### src/rtl/irq_ctrl_pkg.sv
package irq_ctrl_pkg;

    typedef enum logic [1:0] {
        PIC_LEVEL  = 2'd0,
        PIC_EDGE   = 2'd1,
        PIC_LEGACY = 2'd2
    } pic_mode_e;

    localparam logic SEL_MASK   = 1'b0;
    localparam logic SEL_STATUS = 1'b1;

    typedef struct packed {
        logic mask_wr;
        logic stat_wr;
    } reg_strobe_t;

    function automatic reg_strobe_t decode_strobe(input logic wr, input logic sel);
        reg_strobe_t s;
        s.mask_wr = wr && (sel == SEL_MASK);
        s.stat_wr = wr && (sel == SEL_STATUS);
        return s;
    endfunction

endpackage

### src/rtl/irq_status_bank.sv
module irq_status_bank
    import irq_ctrl_pkg::*;
#(
    parameter int        N    = 32,
    parameter pic_mode_e MODE = PIC_EDGE
) (
    input  logic         clk,
    input  logic         rst,
    input  logic [N-1:0] lines,
    input  logic         stat_wr,
    input  logic [N-1:0] wdata,
    output logic [N-1:0] status
);

    generate
        if (MODE == PIC_LEVEL) begin : g_level
            assign status = lines;
        end else if (MODE == PIC_EDGE) begin : g_edge
            logic [N-1:0] prev_q;
            logic [N-1:0] stat_q;
            logic [N-1:0] rise;
            logic [N-1:0] clr;
            assign rise = lines & ~prev_q;
            assign clr  = stat_wr ? wdata : '0;
            always_ff @(posedge clk) begin
                if (rst) begin
                    prev_q <= '0;
                    stat_q <= '0;
                end else begin
                    prev_q <= lines;
                    stat_q <= (stat_q & ~clr) | rise;
                end
            end
            assign status = stat_q;
        end else begin : g_legacy
            logic [N-1:0] stat_q;
            logic [N-1:0] keep;
            assign keep = stat_wr ? wdata : '1;
            always_ff @(posedge clk) begin
                if (rst) begin
                    stat_q <= '0;
                end else begin
                    stat_q <= (stat_q & keep) | lines;
                end
            end
            assign status = stat_q;
        end
    endgenerate

endmodule

### src/rtl/irq_lowest_find.sv
module irq_lowest_find #(
    parameter int N  = 32,
    parameter int IW = 5
) (
    input  logic [N-1:0]  vec,
    output logic          valid,
    output logic [IW-1:0] index
);

    always_comb begin
        valid = |vec;
        index = '0;
        for (int i = N - 1; i >= 0; i--) begin
            if (vec[i]) index = IW'(i);
        end
    end

endmodule

### src/rtl/irq_ctrl.sv
module irq_ctrl
    import irq_ctrl_pkg::*;
#(
    parameter int        N    = 32,
    parameter pic_mode_e MODE = PIC_EDGE,
    localparam int       IW   = (N > 1) ? $clog2(N) : 1
) (
    input  logic          clk,
    input  logic          rst,
    input  logic [N-1:0]  irq_lines,
    input  logic          reg_sel,
    input  logic          reg_wr,
    input  logic [N-1:0]  reg_wdata,
    output logic [N-1:0]  reg_rdata,
    output logic          core_irq,
    output logic          pend_valid,
    output logic [IW-1:0] pend_index
);

    reg_strobe_t  stb;
    logic [N-1:0] mask_q;
    logic [N-1:0] status_vec;
    logic [N-1:0] enabled;
    logic         irq_q;

    assign stb = decode_strobe(reg_wr, reg_sel);

    always_ff @(posedge clk) begin
        if (rst) begin
            mask_q <= '0;
        end else if (stb.mask_wr) begin
            mask_q <= reg_wdata;
        end
    end

    irq_status_bank #(.N(N), .MODE(MODE)) u_bank (
        .clk     (clk),
        .rst     (rst),
        .lines   (irq_lines),
        .stat_wr (stb.stat_wr),
        .wdata   (reg_wdata),
        .status  (status_vec)
    );

    assign enabled = status_vec & mask_q;

    always_ff @(posedge clk) begin
        if (rst) irq_q <= 1'b0;
        else     irq_q <= |enabled;
    end
    assign core_irq = irq_q;

    irq_lowest_find #(.N(N), .IW(IW)) u_find (
        .vec   (enabled),
        .valid (pend_valid),
        .index (pend_index)
    );

    assign reg_rdata = (reg_sel == SEL_STATUS) ? status_vec : mask_q;

endmodule

### config.mk
export PLATFORM = sky130hd
export DESIGN_NAME = irq_ctrl
export DESIGN_NICKNAME = d
export VERILOG_FILES = /design/src/rtl/irq_ctrl_pkg.sv /design/src/rtl/irq_status_bank.sv /design/src/rtl/irq_lowest_find.sv /design/src/rtl/irq_ctrl.sv
export SDC_FILE = /design/constraint.sdc
export NUM_CORES = 1
export LEC_CHECK = 0
export BUFFER_PORTS_ARGS = -buffer_cell sky130_fd_sc_hd__clkbuf_2
export CORE_UTILIZATION = 57
export CTS_BUF_LIST = sky130_fd_sc_hd__clkbuf_16
export CTS_CLUSTER_DIAMETER = 60
export CTS_CLUSTER_SIZE = 8
export DETAILED_ROUTE_END_ITERATION = 10
export GPL_TIMING_DRIVEN = 0
export PLACE_DENSITY = 0.87
export SETUP_SLACK_MARGIN = 0.3
export SYNTH_ARGS = -nofsm -noshare
export SYNTH_HDL_FRONTEND = slang
export SYNTH_SLANG_ARGS = --single-unit
export TNS_END_PERCENT = 20
### constraint.sdc
create_clock -name clk -period 3.4 [get_ports clk]
set_input_delay 0.17 -clock clk [delete_from_list [all_inputs] [get_ports clk]]
set_output_delay 0.17 -clock clk [all_outputs]
set_load 0.1 [all_outputs]
# == Yosys cells after proc, flatten, opt, wreduce, memory -nomap -nowiden ==
# Cells that the tools add are included.
# classes
reduce_logical,3
bitwise_logic,7
mux,34
# ops
op,count
$mux W5,32
$and A32 B32 Y32,3
$mux W32,2
$not A32 Y32,2
$or A32 B32 Y32,1
$reduce_or A32 Y1,1
$logic_and A1 B1 Y1,2
$not A1 Y1,1
# word_totals
ff_bits,97
elab_cells,48
out_inout_bits,39
input_bits,68

# == Longest topological paths before layout ==
# logic_depth
depth_word,33
depth_mapped,7
mapped_depth_nobuf,5

# == Modules after synthesis ==
# A second synthesis with hierarchy kept.
# unflattened
hier_cells,489
hier_area_um2,4506.8
# modules_own_cells
mod,n_inst,seq_area_each_um2,area_per_inst_um2,cells_each
irq_status_bank,1,1281.2,2343.5,202
irq_ctrl,1,660.6,1778.0,222
irq_lowest_find,1,0.0,385.4,65

# == Worst setup path after synthesis ==
# No wires, ideal clock.
# synth_path
path_kind,reg2out
from,reg u_bank.g_edge.stat_q[24] (netlist: u_bank.status[24])
to,out pend_index[2]
t_arrival_ps,3264
path_slack_ps,-34
path_stages_with_launch,6
required_time_ps,3230
n_path_buf,0
cell_sequence,dfxtp_1 a22oi_1 o211ai_1 a31oi_1 o21bai_1 a311oi_1
# synth_between
elab_chain_cells,26
# synth_rtl
element,line,rtl
start: declaration,irq_status_bank.sv:20,logic [N-1:0] stat_q;
start signal: assignment,irq_status_bank.sv:31,stat_q <= (stat_q & ~clr) | rise;
$and A32 B32 Y32,irq_ctrl.sv:45,assign enabled = status_vec & mask_q;
$mux W5 (25 in a row),irq_lowest_find.sv:14,if (vec[i]) index = IW'(i);
end: declaration,irq_ctrl.sv:17,output logic [IW-1:0] pend_index
# No other way between the ends.

# == Final worst setup path ==
# Ends and elaborated chain as after synthesis.

==> flow_summary.ini <==
[worst_setup_path]
cp-start-kind = flop
crit_slowest_cell = clkbuf_2
worst_setup_path_end_kind = output pin
required_ns = 3.23
crit_chain = a22oi_1 -> o211ai_1 -> a31oi_1 -> o21bai_1 -> a311oi_2 -> clkbuf_2
cp_max_fo = 4
worstSetupPathType = reg2out
slowest_delay_ns = 0.51
arrival_ns = 2.33

[synth]
syn-num-nets = 566
synth.area.mux_share_pct = 8.592
synth_compound_area_share_pct = 16.29
synth.ff_latch_count = 97
yosysWarnings = 0
syn_area_per_cell_um2 = 8.422
synth_edf_count = 0
ys_seq_area_share_pct = 46.30
synthAdderAreaFrac_pct = 0
syn-cell-area_um2 = 4194
netlist-cell-type-count = 35
async_reset_ff_share_pct = 0
synth_xor_area_share_pct = 0
synth-simple-area-share_pct = 26.28
ys.flop_type = dfxtp_1
syn_inst = 498
synth_top_family_by_area = simple AND/OR/NAND/NOR gates

[timing]
fin_worst_skew_ns = 0.006300
hold_violations = 0
fin_crit_ns = 2.502
setup_tns_ns = 0
setup_violations = 0
slew_headroom_pct = 59.59
fin_crit_sh_pct = 73.58
slew_violations = 0
tightestPinTransition_ns = 0.6062
worst_slack_ns = 0.8982
fmax_mhz = 399.7
rsz0062_at_grt = no

[cells_and_area]
mostFrequentLayoutCell = nand2_1
syn_to_final_growth_pct = 22.23
layout_common_cells = 117 x nand2_1, 104 x clkbuf_2, 97 x dfxtp_1, 66 x a21oi_1, 65 x nor2b_1
nets = 681
n_antenna_cell = 0
drive_gt1_share_pct = 26.26

[placed_design]
portBuffers = 104
dpl.hpwl_um = 7740
gp_congestion = 0.8943
pre_cts_slack_ns = 1.270

[floorplan]
dieArea_um2 = 7705
fp.dieW_um = 87.78
floorplan.initialDensity_pct = 60.40
core_area_um2 = 6944
ios = 107
die_h_um = 87.78
fp-row-count = 30

[power_and_ir_drop]
power.static_leakage_uw = 0.002223
ir_drop_mv = 0.3320
p_per_area_nw_per_um2 = 574.3
fin_total_pwr_uw = 2944

[clock_tree]
clkLatencyLatePin_ns = 0.34
clockBufferDepth = 2
cts_tree = built
cts.sinks = 97
postCtsSetupBuffers = 0
cts_hold_buf = 0
root_buffer = clkbuf_16
numCtsBuffers = 9
path_clk_slew_ns = 0.07
cts.repair.resized = 0
cts.htree.levels = 3

[job]
drv_cap = 0

[status]
status = finished, final reports clean

[detailed_routing]
wl_um = 10540
via_per_inst = 5.512
drt_iter0_markers = 273
dr.pass1.iters = 7
via_count = 3930
drc_errors = 0
drtAntennaViolNets = 0
wl_per_cell_um = 14.78

[global_route]
antenna_found_initial = 0
grt_max_degree = 16
grt_pass1_vias = 3696
grt_pass1_wl_um = 16930
grtUsageTotal_pct = 28.64
gr-total-overflow = 0

[hold_path]
min_path_type = in2reg
## through the flow
| step | hold WS (ns) | utilization (%) | area [um^2] | instances |
|---|---|---|---|---|
| global route | 0.05471 | 73.82 | 5126 | 713 |
| CTS | 0.05210 | 73.82 | 5126 | 713 |
| detailed placement | 0.3979 | 69.71 | 4841 | 698 |
| finish | 0.04893 | 73.82 | 5126 | 713 |
| global placement | 0.3926 | 69.71 | 4841 | 698 |
| floorplan | 0.2982 | - | 4200 | 498 |
## sequential cells by signal (all words and copies together) (netlist names)
name / count
mask_q: 32
u_bank.g_edge.prev_q: 32
u_bank.status: 32
core_irq: 1
## power by group
part           switching, uW  total, uW  internal, uW
clock network            418        980           562
registers               61.6       1270          1210
logic                    520        697           176
total                   1000       2940          1940
## kinds of logic after synthesis
family	Yosys count
compound gates	109
buf+inv	27
mux	32
simple gates	233
flops	97
## layout make-up
type                    count  area, um^2
clock buffers               9       225.2
clock inverters             6       60.06
repair buffers            104       520.5
well taps                  96       120.1
multi-input cells         374        2152
flip-flops and latches     97        1942
plain buffers              26       102.6
inverters                   1       3.754
fillers                   521        1818
## metal layers
metal	track usage, %	up-vias	part of all wire, %
li1	-	1923	-
met1	34.77	1790	43
met2	49.19	191	48
met3	4.995	26	7.2
met4	13.71	0	2.1
met5	0	-	0
## critical path: cells and delay by family (launching register included)
family	cells	cell delay, ns
flip-flops	1	0.35
AO/OA/AOI/OAI	5	1.13
buffers and inverters	1	0.51
## cell usage after synthesis (3+ instances only)
cell type	number	area [um^2]
a22oi_1	10	75.07
clkbuf_1	22	82.58
nand2_1	117	439.2
buf_2	4	20.02
o211ai_1	3	22.52
a22o_1	4	35.03
nand4_1	3	18.77
mux2_2	32	360.4
dfxtp_1	97	1942
nor2b_1	65	406.6
a21oi_1	66	330.3
nand3_1	4	20.02
o21ai_0	3	15.01
a32o_1	4	40.04
nor2_1	36	135.1
## path summary, 6_finish.rpt
check                         start                 endpoint  slack [ns]  cells after the start
setup reg to reg   u_bank.status[5]                 core_irq        1.76                      5
hold reg to reg           mask_q[8]                mask_q[8]        0.47                      2
setup / recovery  u_bank.status[24]            pend_index[2]        0.90                      6
hold / removal         irq_lines[9]  u_bank.g_edge.prev_q[9]        0.05                      2
No activity file was read; power rests on OpenSTA's default activity.
